`config.mk`:
```
export PLATFORM = sky130hd
export DESIGN_NAME = bank_wr_seq
export DESIGN_NICKNAME = d
export VERILOG_FILES = /design/src/rtl/bws_pkg.sv /design/src/rtl/bws_strobe.sv /design/src/rtl/bws_bank_cache.sv /design/src/rtl/bank_wr_seq.sv
export SDC_FILE = /design/constraint.sdc
export NUM_CORES = 1
export LEC_CHECK = 0
export BUFFER_PORTS_ARGS = -buffer_cell sky130_fd_sc_hd__buf_2
export CAP_MARGIN = 30
export CORE_MARGIN = 2
export CORE_UTILIZATION = 45
export DETAILED_ROUTE_END_ITERATION = 10
export GPL_TIMING_DRIVEN = 1
export PLACE_DENSITY = 0.71
export RECOVER_POWER = 100
export SETUP_SLACK_MARGIN = 0.15
export SLEW_MARGIN = 15
export SYNTH_ARGS = -nofsm -noshare
export SYNTH_HDL_FRONTEND = slang
export SYNTH_HIERARCHICAL = 1
export SYNTH_SLANG_ARGS = --single-unit
```
`constraint.sdc`:
```
create_clock -name clk -period 5.2 [get_ports clk]
set_input_delay 1.04 -clock clk [delete_from_list [all_inputs] [get_ports clk]]
set_output_delay 1.04 -clock clk [all_outputs]
set_load 0.05 [all_outputs]
```
`src/rtl/bws_pkg.sv`:
```
package bws_pkg;

    typedef enum logic [2:0] {
        ST_BOOT_BANK,
        ST_BOOT_RX,
        ST_IDLE,
        ST_BANK,
        ST_TGT
    } seq_state_e;

    typedef enum logic [1:0] {
        PH_IDLE,
        PH_LOW,
        PH_HIGH
    } phase_e;

    localparam logic [3:0]  BANK_SEL_OFFS = 4'hE;
    localparam logic [3:0]  RX_CTRL_OFFS  = 4'h4;
    localparam logic [15:0] RX_ENABLE_VAL = 16'h0001;

endpackage

```
`src/rtl/bws_strobe.sv`:
```
module bws_strobe
    import bws_pkg::*;
#(
    parameter int ADDR_W   = 12,
    parameter int DATA_W   = 32,
    parameter int LOW_CYC  = 2,
    parameter int HIGH_CYC = 1
) (
    input  logic              clk,
    input  logic              rst_n,
    input  logic              start_i,
    input  logic [ADDR_W-1:0] addr_i,
    input  logic [DATA_W-1:0] data_i,
    output logic              wr_n_o,
    output logic              oe_o,
    output logic [ADDR_W-1:0] addr_o,
    output logic [DATA_W-1:0] data_o,
    output logic              fin_o
);

    localparam int MAX_CYC = (LOW_CYC > HIGH_CYC) ? LOW_CYC : HIGH_CYC;
    localparam int CNT_W   = $clog2(MAX_CYC + 1);

    typedef struct packed {
        phase_e            ph;
        logic [CNT_W-1:0]  cnt;
        logic [ADDR_W-1:0] addr;
        logic [DATA_W-1:0] data;
    } stb_t;

    stb_t stb_d, stb_q;

    always_comb begin
        stb_d = stb_q;
        fin_o = 1'b0;
        case (stb_q.ph)
            PH_IDLE: begin
                if (start_i) begin
                    stb_d.ph   = PH_LOW;
                    stb_d.cnt  = '0;
                    stb_d.addr = addr_i;
                    stb_d.data = data_i;
                end
            end
            PH_LOW: begin
                if (stb_q.cnt == CNT_W'(LOW_CYC - 1)) begin
                    stb_d.ph  = PH_HIGH;
                    stb_d.cnt = '0;
                end else begin
                    stb_d.cnt = stb_q.cnt + CNT_W'(1);
                end
            end
            PH_HIGH: begin
                if (stb_q.cnt == CNT_W'(HIGH_CYC - 1)) begin
                    stb_d.ph  = PH_IDLE;
                    stb_d.cnt = '0;
                    fin_o     = 1'b1;
                end else begin
                    stb_d.cnt = stb_q.cnt + CNT_W'(1);
                end
            end
            default: stb_d.ph = PH_IDLE;
        endcase
    end

    always_ff @(posedge clk or negedge rst_n) begin
        if (!rst_n) stb_q <= '0;
        else        stb_q <= stb_d;
    end

    assign wr_n_o = (stb_q.ph != PH_LOW);
    assign oe_o   = (stb_q.ph != PH_IDLE);
    assign addr_o = stb_q.addr;
    assign data_o = stb_q.data;

    // Run-length counter of the low phase, kept only for the checks below
    logic [CNT_W:0] lowlen_d, lowlen_q;
    assign lowlen_d = wr_n_o ? '0 : lowlen_q + (CNT_W+1)'(1);
    always_ff @(posedge clk or negedge rst_n) begin
        if (!rst_n) lowlen_q <= '0;
        else        lowlen_q <= lowlen_d;
    end


    low_len_chk: assert property (@(posedge clk) disable iff (!rst_n)
        $rose(wr_n_o) |-> lowlen_q == (CNT_W+1)'(LOW_CYC));


    strobe_gap_chk: assert property (@(posedge clk) disable iff (!rst_n)
        $fell(wr_n_o) |-> $past(!oe_o));

endmodule

```
`src/rtl/bws_bank_cache.sv`:
```
module bws_bank_cache #(
    parameter int BANK_W = 3
) (
    input  logic              clk,
    input  logic              rst_n,
    input  logic              upd_i,
    input  logic [BANK_W-1:0] upd_bank_i,
    input  logic [BANK_W-1:0] look_bank_i,
    output logic              hit_o
);

    typedef struct packed {
        logic              vld;
        logic [BANK_W-1:0] bank;
    } cache_t;

    cache_t cache_d, cache_q;

    always_comb begin
        cache_d = cache_q;
        if (upd_i) begin
            cache_d.vld  = 1'b1;
            cache_d.bank = upd_bank_i;
        end
    end

    always_ff @(posedge clk or negedge rst_n) begin
        if (!rst_n) cache_q <= '0;
        else        cache_q <= cache_d;
    end

    assign hit_o = cache_q.vld && (cache_q.bank == look_bank_i);

endmodule

```
`src/rtl/bank_wr_seq.sv`:
```
module bank_wr_seq
    import bws_pkg::*;
#(
    parameter int                DATA_W    = 32,
    parameter int                BANK_W    = 3,
    parameter int                ADDR_W    = 12,
    parameter logic [ADDR_W-1:0] BASE_ADDR = 12'h300,
    parameter int                LOW_CYC   = 2,
    parameter int                HIGH_CYC  = 1,
    localparam int               OFFS_W    = 4
) (
    input  logic              clk,
    input  logic              rst_n,
    input  logic              req_valid,
    output logic              req_ready,
    input  logic [BANK_W-1:0] req_bank,
    input  logic [OFFS_W-1:0] req_offs,
    input  logic [DATA_W-1:0] req_data,
    output logic              busy,
    output logic              done,
    output logic [ADDR_W-1:0] bus_addr,
    output logic [DATA_W-1:0] bus_data_o,
    output logic              bus_data_oe,
    output logic              bus_wr_n
);

    typedef struct packed {
        seq_state_e        st;
        logic              issue;
        logic [BANK_W-1:0] bank;
        logic [OFFS_W-1:0] offs;
        logic [DATA_W-1:0] data;
        logic              done;
    } seq_t;

    seq_t seq_d, seq_q;

    logic              start;
    logic              fin;
    logic [OFFS_W-1:0] wr_offs;
    logic [DATA_W-1:0] wr_data;
    logic [ADDR_W-1:0] wr_addr;
    logic              cache_upd;
    logic [BANK_W-1:0] cache_val;
    logic              bank_hit;

    always_comb begin
        seq_d      = seq_q;
        seq_d.done = 1'b0;
        seq_d.issue = 1'b0;
        start      = seq_q.issue;
        wr_offs    = seq_q.offs;
        wr_data    = seq_q.data;
        cache_upd  = 1'b0;
        cache_val  = '0;
        case (seq_q.st)
            ST_BOOT_BANK: begin
                wr_offs = BANK_SEL_OFFS;
                wr_data = '0;
                if (fin) begin
                    cache_upd   = 1'b1;
                    cache_val   = '0;
                    seq_d.st    = ST_BOOT_RX;
                    seq_d.issue = 1'b1;
                end
            end
            ST_BOOT_RX: begin
                wr_offs = RX_CTRL_OFFS;
                wr_data = DATA_W'(RX_ENABLE_VAL);
                if (fin) seq_d.st = ST_IDLE;
            end
            ST_IDLE: begin
                if (req_valid) begin
                    seq_d.bank  = req_bank;
                    seq_d.offs  = req_offs;
                    seq_d.data  = req_data;
                    seq_d.issue = 1'b1;
                    if (req_offs == BANK_SEL_OFFS || bank_hit) seq_d.st = ST_TGT;
                    else                                        seq_d.st = ST_BANK;
                end
            end
            ST_BANK: begin
                wr_offs = BANK_SEL_OFFS;
                wr_data = DATA_W'(seq_q.bank);
                if (fin) begin
                    cache_upd   = 1'b1;
                    cache_val   = seq_q.bank;
                    seq_d.st    = ST_TGT;
                    seq_d.issue = 1'b1;
                end
            end
            ST_TGT: begin
                if (fin) begin
                    seq_d.st   = ST_IDLE;
                    seq_d.done = 1'b1;
                    if (seq_q.offs == BANK_SEL_OFFS) begin
                        cache_upd = 1'b1;
                        cache_val = seq_q.data[BANK_W-1:0];
                    end
                end
            end
            default: seq_d.st = ST_IDLE;
        endcase
    end

    always_ff @(posedge clk or negedge rst_n) begin
        if (!rst_n) begin
            seq_q       <= '0;
            seq_q.st    <= ST_BOOT_BANK;
            seq_q.issue <= 1'b1;
        end else begin
            seq_q <= seq_d;
        end
    end

    assign wr_addr   = BASE_ADDR + ADDR_W'(wr_offs);
    assign req_ready = (seq_q.st == ST_IDLE);
    assign busy      = !req_ready;
    assign done      = seq_q.done;

    bws_bank_cache #(
        .BANK_W (BANK_W)
    ) u_cache (
        .clk         (clk),
        .rst_n       (rst_n),
        .upd_i       (cache_upd),
        .upd_bank_i  (cache_val),
        .look_bank_i (req_bank),
        .hit_o       (bank_hit)
    );

    bws_strobe #(
        .ADDR_W   (ADDR_W),
        .DATA_W   (DATA_W),
        .LOW_CYC  (LOW_CYC),
        .HIGH_CYC (HIGH_CYC)
    ) u_strobe (
        .clk     (clk),
        .rst_n   (rst_n),
        .start_i (start),
        .addr_i  (wr_addr),
        .data_i  (wr_data),
        .wr_n_o  (bus_wr_n),
        .oe_o    (bus_data_oe),
        .addr_o  (bus_addr),
        .data_o  (bus_data_o),
        .fin_o   (fin)
    );

    // Marks that no write has begun since reset, for the start-up check
    logic first_d, first_q;
    assign first_d = first_q && !(!bus_wr_n);
    always_ff @(posedge clk or negedge rst_n) begin
        if (!rst_n) first_q <= 1'b1;
        else        first_q <= first_d;
    end


    bus_hold_chk: assert property (@(posedge clk) disable iff (!rst_n)
        bus_data_oe && $past(bus_data_oe) |-> $stable(bus_addr) && $stable(bus_data_o));


    first_wr_chk: assert property (@(posedge clk) disable iff (!rst_n)
        $fell(bus_wr_n) && first_q |-> bus_addr == BASE_ADDR + ADDR_W'(BANK_SEL_OFFS) && bus_data_o == '0);


    accept_busy_chk: assert property (@(posedge clk) disable iff (!rst_n)
        req_valid && req_ready |=> busy);


    done_pulse_chk: assert property (@(posedge clk) disable iff (!rst_n)
        done |=> !done);


    done_after_busy_chk: assert property (@(posedge clk) disable iff (!rst_n)
        done |-> $past(busy) && req_ready);

endmodule

```
==> results.py, run 1 <==
metrics = {
    "outcome": {
        "status": "complete, but fails checks",
        "violations": "max-capacitance violations, max-slew violations",
    },
    "synth": {
        "synth_enable_flop_cells": 0,
        "muxShareOfSynthArea_pct": 24.58,
        "seq_area_frac_synth_pct": 50.17,
        "synth_area_sq_um": 4791,
        "syn_inst": 352,
        "yosys.area_share.xor_xnor_pct": 0.5484,
        "synth_area_leaders": "dfrtp_1 50%, mux2_4 16%, mux2_2 8.7%",
        "yosysTopAreaCellShare_pct": 49.62,
        "yosysWarningCount": 6,
        "synthArstFlopShare_pct": 100.0,
        "synth_cell_type_count": 46,
        "synth.ff_latch_count": 96,
        "ys.flop_type": "dfrtp_1",
        "synth-compound-area-share_pct": 3.891,
        "synth_fa_ha_area_share_pct": 2.037,
        "synth_top_family_by_area": "multiplexers",
        "synth_simple_gate_area_share_pct": 8.279,
        "synth_area_per_cell_sq_um": 13.61,
        "synth_top_cell_by_area": "dfrtp_1",
    },
    "timing": {
        "finalCritPeriodShare_pct": 65.66,
        "slew-limit-headroom_pct": -74.57,
        "worst_slew_pin_slew_ns": 2.617,
        "rsz0062_at_grt": "no",
        "finalSetupViolations": 0,
        "clock_skew_ns": 0.01546,
        "slew_viol_final": 123,
        "final.min_clock_period_ns": 3.414,
        "setup_tns_ns": 0,
        "fmax_mhz": 292.9,
        "final-hold-violation-count": 0,
    },
    "drt": {
        "dr.pass1.iters": 4,
        "vias": 2633,
        "drt_iter0_drc": 105,
        "wl_um": 8071,
        "routed_via_density": 4.840,
        "drc_errors": 0,
        "wl_per_cell_um": 14.84,
        "antenna_left": 0,
    },
    "cts": {
        "cts_buffers": 9,
        "cts-resized-gates": 0,
        "clock_latency_ns": 0.36,
        "cts_setup_buffers": 0,
        "clk_path_buf_depth": 2,
        "cts-root-buf": "clkbuf_8",
        "ctsHoldBuffers": 0,
        "clock-sinks": 96,
        "clk_pin_slew_worst_paths_ns": 0.10,
        "cts_tree": "done",
        "h-tree-depth": 3,
    },
    "pwr": {
        "p_per_area_nw_per_um2": 617.1,
        "leakage_nw": 2.241,
        "p_total_mw": 3.035,
        "ir_drop_mv": 0.2553,
    },
    "grt": {
        "track_usage_pct": 14.93,
        "antenna_found_initial": 0,
        "grt_max_degree": 61,
        "grt_pass1_wl_um": 13300,
        "grt_overflow_total": 0,
        "grt_pass1_vias": 2635,
    },
    "cells_and_area": {
        "antenna_cells": 0,
        "nNetsFinal": 452,
        "drive_gt1_share_pct": 25.49,
        "seqCellArea_sq_um": 2404,
        "n_fill_cell": 995,
        "mostFrequentLayoutCells": "95 x dfrtp_1, 50 x clkbuf_1, 47 x mux2_1",
        "mostFrequentLayoutCell": "dfrtp_1",
        "area_delta_synth_final_pct": 2.664,
        "multi_input_area_sq_um": 1724,
    },
    "floorplan": {
        "io_pins": 91,
        "rows": 37,
        "die_area_sq_um": 11490,
        "initial_core_util_pct": 46.41,
        "die_w_um": 107.2,
        "die_y_um": 107.2,
        "core_area_sq_um": 10320,
    },
    "setup_path": {
        "worst_setup_path_start_kind": "flip-flop",
        "critPathMaxFanout": 39,
        "cp_data_arrival_time_ns": 3.65,
        "cp-end-kind": "flip-flop",
        "critPathKind": "reg2reg",
        "critPathSlowestCell": "and2_0",
        "crit_chain": "nor3b_4 > and2_0 > mux2_2",
        "slowest_delay_ns": 1.94,
        "crit_required_ns": 5.44,
    },
    "hold_path": {
        "min_path_type": "reg2reg",
    },
    "placed_design": {
        "dp_hpwl_um": 5732,
        "gp_congestion": 0.8385,
        "numPortBuffers": 90,
    },
    "flow_run": {
        "maxCapViolations": 3,
    },
}
==> cells by family after synthesis <==
family | Yosys count
compound gates | 24
xor+xnor | 3
fa+ha+maj | 8
buf+inv | 68
flops | 96
mux | 88
other cells | 2
simple gates | 63
==> report_power, final <==
group	switching [mW]	total, mW	internal [mW]
clock	0.259	0.447	0.188
sequential	0.192	1.23	1.04
combinational	0.852	1.36	0.503
==> final timing paths <==
check	slack [ns]	end	start	cells past startpoint
setup / recovery	1.79	seq_q[7]$_DFFE_PN0P_	seq_q[41]$_DFFE_PN0P_	3
min in group asynchronous	1.20	u_strobe/data_o[9]$_DFFE_PN0P_	rst_n	1
hold reg to reg	0.47	u_cache/cache_q[3]$_DFFE_PN0P_	u_cache/cache_q[3]$_DFFE_PN0P_	1
setup reg to reg	1.79	seq_q[7]$_DFFE_PN0P_	seq_q[41]$_DFFE_PN0P_	3
hold / removal	0.47	u_cache/cache_q[3]$_DFFE_PN0P_	u_cache/cache_q[3]$_DFFE_PN0P_	1
max in group asynchronous	2.32	seq_q[19]$_DFFE_PN0P_	rst_n	2
==> flip-flops by register name, indices dropped and copies added (netlist names) <==
name,count
done,1
seq_q,42
start,1
u_cache/cache_q,4
u_strobe/addr_o,12
u_strobe/data_o,32
u_strobe/stb_q,4
==> metal layers <==
layer | track usage, % | routed length (um)
met1 | 19.57 | 3624
met4 | 5.195 | 149
met5 | 0 | 0
met2 | 24.05 | 3962
met3 | 3.769 | 334
==> layout make-up <==
type,instances,share of cell area [%]
inverters,10,0.7632
well taps,136,3.460
clock buffers,10,2.798
flip-flops and latches,96,48.87
clock inverters,6,0.8649
repair buffers,92,8.191
multi-input cells,194,35.05
==> per-stage QoR <==
step	setup WS [ns]	cells	hold WS (ns)	instance area (sq um)	utilization (%)
after global placement	2.992	528	0.4429	4994	48.37
after floorplan	2.803	358	0.4308	4813	-
after CTS	2.606	544	0.4722	5174	50.12
after global routing	1.480	544	0.5034	4918	47.64
final	1.786	544	0.4708	4918	47.64
after detailed placement	2.961	528	0.4479	4994	48.37
==> critical path, delay by kind of cell, from the launching register on <==
| family | cells | cell delay (ns) |
|---|---|---|
| multiplexers | 1 | 0.47 |
| flip-flops | 1 | 0.54 |
| AND/OR/NAND/NOR | 2 | 2.27 |
==> cells in the mapped netlist, types with 2 or more instances <==
cell,instances
mux2_4,50
xnor2_1,3
nor2_1,3
buf_6,4
or2_2,2
mux2_2,37
nand2b_1,4
conb_1,2
nand3_1,3
a22o_1,7
ha_1,7
buf_2,5
a22oi_1,2
a31oi_1,2
o21ai_0,3
dfrtp_1,95
nor2b_1,32
buf_4,47
nand2_1,8
inv_1,10
Note: power is estimated with default switching activity, not from simulation.
==> run 2, diff against run 1 <==
--- a/config.mk
+++ b/config.mk
@@ -5,6 +5,7 @@
 export SDC_FILE = /design/constraint.sdc
 export NUM_CORES = 1
 export LEC_CHECK = 0
+export ABC_AREA = 1
 export BUFFER_PORTS_ARGS = -buffer_cell sky130_fd_sc_hd__buf_2
 export CAP_MARGIN = 30
 export CORE_MARGIN = 2
==> constraint.sdc (replaced) <==
create_clock -name clk -period 3.35 [get_ports clk]
set_input_delay 0.67 -clock clk [delete_from_list [all_inputs] [get_ports clk]]
set_output_delay 0.67 -clock clk [all_outputs]
set_load 0.05 [all_outputs]
==> run 2 against run 1 <==
Compared with the run above:
- the flow now finishes without violations
- die area fell by 3.4%
- largest power group unchanged
- register-to-register slack got worse by 0.77 ns
- flip-flop and latch count did not move
- synthesized cell count rose by 60%
==> results.py, run 2 <==
metrics = {
    "cts": {
        "clock_latency_ns": 0.35,
        "cts_buffers": 9,
        "clk_pin_slew_worst_paths_ns": 0.09,
        "cts_setup_buffers": 0,
        "clk_path_buf_depth": 2,
        "cts-resized-gates": 0,
        "cts_tree": "done",
        "clock-sinks": 96,
        "h-tree-depth": 3,
        "cts-root-buf": "clkbuf_8",
        "ctsHoldBuffers": 0,
    },
    "setup_path": {
        "slowest_delay_ns": 0.47,
        "critPathSlowestCell": "clkbuf_1",
        "crit_chain": "inv_1 > nand3_1 > inv_1 > clkbuf_1",
        "path_delay_family": "buffers and inverters",
        "crit_required_ns": 2.68,
        "worst_setup_path_start_kind": "flip-flop",
        "cp-end-kind": "primary output",
        "cp_data_arrival_time_ns": 1.71,
        "critPathKind": "reg2out",
        "cp_num_buf_inv": 3,
        "cp_common_cell": "inv_1",
        "critPathMaxFanout": 5,
    },
    "placed_design": {
        "dp_cells": 732,
        "numPortBuffers": 90,
        "dp_hpwl_um": 6323,
        "post-place-ws_ns": 1.337,
        "gp_congestion": 0.8922,
        "dpl_cell_area_sq_um": 4823,
    },
    "timing": {
        "final-hold-violation-count": 0,
        "worst_slew_pin_slew_ns": 1.473,
        "clock_skew_ns": 0.009994,
        "fmax_mhz": 420.8,
        "finalSetupViolations": 0,
        "fin_hold_ws_ns": 0.4741,
        "finalCritPeriodShare_pct": 70.93,
        "layout_setup_ws_ns": 0.9737,
        "final.min_clock_period_ns": 2.376,
        "slew_viol_final": 0,
        "setup_tns_ns": 0,
        "slew-limit-headroom_pct": 1.824,
        "rsz0062_at_grt": "no",
    },
    "floorplan": {
        "initial_core_util_pct": 46.84,
        "core_area_sq_um": 9864,
        "io_pins": 91,
        "rows": 36,
        "die_y_um": 105.3,
        "die_w_um": 105.3,
        "die_area_sq_um": 11090,
    },
    "cells_and_area": {
        "fin_area_sq_um": 4938,
        "mostFrequentLayoutCells": "213 x nand2_1, 95 x dfrtp_1, 66 x inv_1",
        "largest_reg_flops": 42,
        "nNetsFinal": 659,
        "area_delta_synth_final_pct": 6.878,
        "n_fill_cell": 984,
        "mostFrequentLayoutCell": "nand2_1",
        "stdcell_count": 748,
        "antenna_cells": 0,
        "largest-register": "seq_q",
        "drive_gt1_share_pct": 10.73,
    },
    "drt": {
        "dr.pass1.iters": 4,
        "wl_um": 9312,
        "drt_iter0_drc": 197,
        "routed_via_density": 4.671,
        "wl_per_cell_um": 12.45,
        "drc_errors": 0,
        "vias": 3494,
        "antenna_left": 0,
    },
    "synth": {
        "syn_inst": 563,
        "synth_area_per_cell_sq_um": 8.207,
        "synth_area_sq_um": 4621,
        "yosys.area_share.xor_xnor_pct": 0,
        "synth_enable_flop_cells": 0,
        "yosysWarningCount": 6,
        "synth_top_cell_by_area": "dfrtp_1",
        "synth.ff_latch_count": 96,
        "muxShareOfSynthArea_pct": 0,
        "synth_area_leaders": "dfrtp_1 51%, nand2_1 17%, buf_4 7.6%",
        "yosysTopAreaCellShare_pct": 51.45,
        "ys.flop_type": "dfrtp_1",
        "synth_simple_gate_area_share_pct": 22.85,
        "synth_fa_ha_area_share_pct": 1.895,
        "synthArstFlopShare_pct": 100.0,
        "synth-compound-area-share_pct": 6.932,
        "synth_cell_type_count": 23,
        "synth_top_family_by_area": "simple AND/OR/NAND/NOR gates",
        "synth_commonest_cells": "213 x nand2_1, 95 x dfrtp_1, 64 x inv_1",
        "synth_most_common_cell": "nand2_1",
        "seq_area_frac_synth_pct": 52.02,
    },
    "hold_path": {
        "min_path_type": "reg2reg",
    },
    "grt": {
        "grt_pass1_wl_um": 16220,
        "grt_pass1_vias": 3605,
        "grt_max_degree": 59,
        "antenna_found_initial": 0,
        "grt_overflow_total": 0,
        "track_usage_pct": 17.98,
    },
    "flow_run": {
        "maxCapViolations": 0,
    },
    "outcome": {
        "status": "completed",
    },
    "pwr": {
        "p_per_area_nw_per_um2": 1106,
        "ir_drop_mv": 0.6376,
        "leakage_nw": 2.615,
    },
}
run 2: changes by cell type in the layout (fill, tap and decap cells not counted), sizes merged, moves of 3 or more:
cell	previous run	this run
nand2	9	214
mux2	87	0
inv	11	67
o21ai	3	52
nor2	4	39
nor2b	32	0
a22o	7	0
nand3	3	10
o22ai	0	5
nand2b	4	0
xnor2	3	0
run 2: where the power goes:
group          leakage, nW  internal (mW)  switching, mW
combinational         1.29          0.583           2.11
sequential            1.22           1.70          0.240
clock                0.107          0.425          0.408
run 2: kinds of logic (layout without fill, tap and decap cells):
logic type,after synthesis,count (layout)
AND/OR/NAND/NOR,266,266
buffers and inverters,131,177
flip-flops,96,96
adder cells (fa/ha/maj),7,7
other,2,8
AO/OA/AOI/OAI,61,61
run 2: area by class of cell:
class / count / area, sq um / area share [%]
well taps: 133 / 166.4 / 3.370
inverters: 67 / 251.5 / 5.092
multi-input cells: 342 / 1469 / 29.74
repair buffers: 94 / 426.7 / 8.639
flip-flops and latches: 96 / 2404 / 48.67
clock inverters: 6 / 93.84 / 1.900
clock buffers: 10 / 127.6 / 2.584
run 2: path summary, 6_finish.rpt:
kind | depth (start not counted) | endpoint | slack, ns | start
min | 1 | u_cache/cache_q[3]$_DFFE_PN0P_ | 0.47 | u_cache/cache_q[3]$_DFFE_PN0P_
min in group asynchronous | 1 | u_strobe/data_o[25]$_DFFE_PN0P_ | 0.66 | rst_n
max reg2reg | 6 | seq_q[43]$_DFFE_PN0P_ | 1.02 | seq_q[43]$_DFFE_PN0P_
min reg2reg | 1 | u_cache/cache_q[3]$_DFFE_PN0P_ | 0.47 | u_cache/cache_q[3]$_DFFE_PN0P_
max in group asynchronous | 2 | seq_q[9]$_DFFE_PN0P_ | 1.05 | rst_n
max | 4 | req_ready | 0.97 | seq_q[43]$_DFFE_PN0P_
run 2: routing by layer:
metal / GRT usage, % / share of wire (%) / up-vias
met5: 0 / 0 / -
met4: 7.905 / 1.4 / 0
met3: 3.525 / 6.3 / 10
met2: 28.89 / 45 / 97
met1: 23.64 / 48 / 1644
li1: - / - / 1743
run 2: metrics by stage:
step | power (mW) | utilization (%)
final | 5.460 | 50.06
after global routing | 5.895 | 50.06
after CTS | 5.637 | 51.14
after detailed placement | 4.781 | 48.90
after global placement | 4.708 | 48.90
after floorplan | 4.572 | -
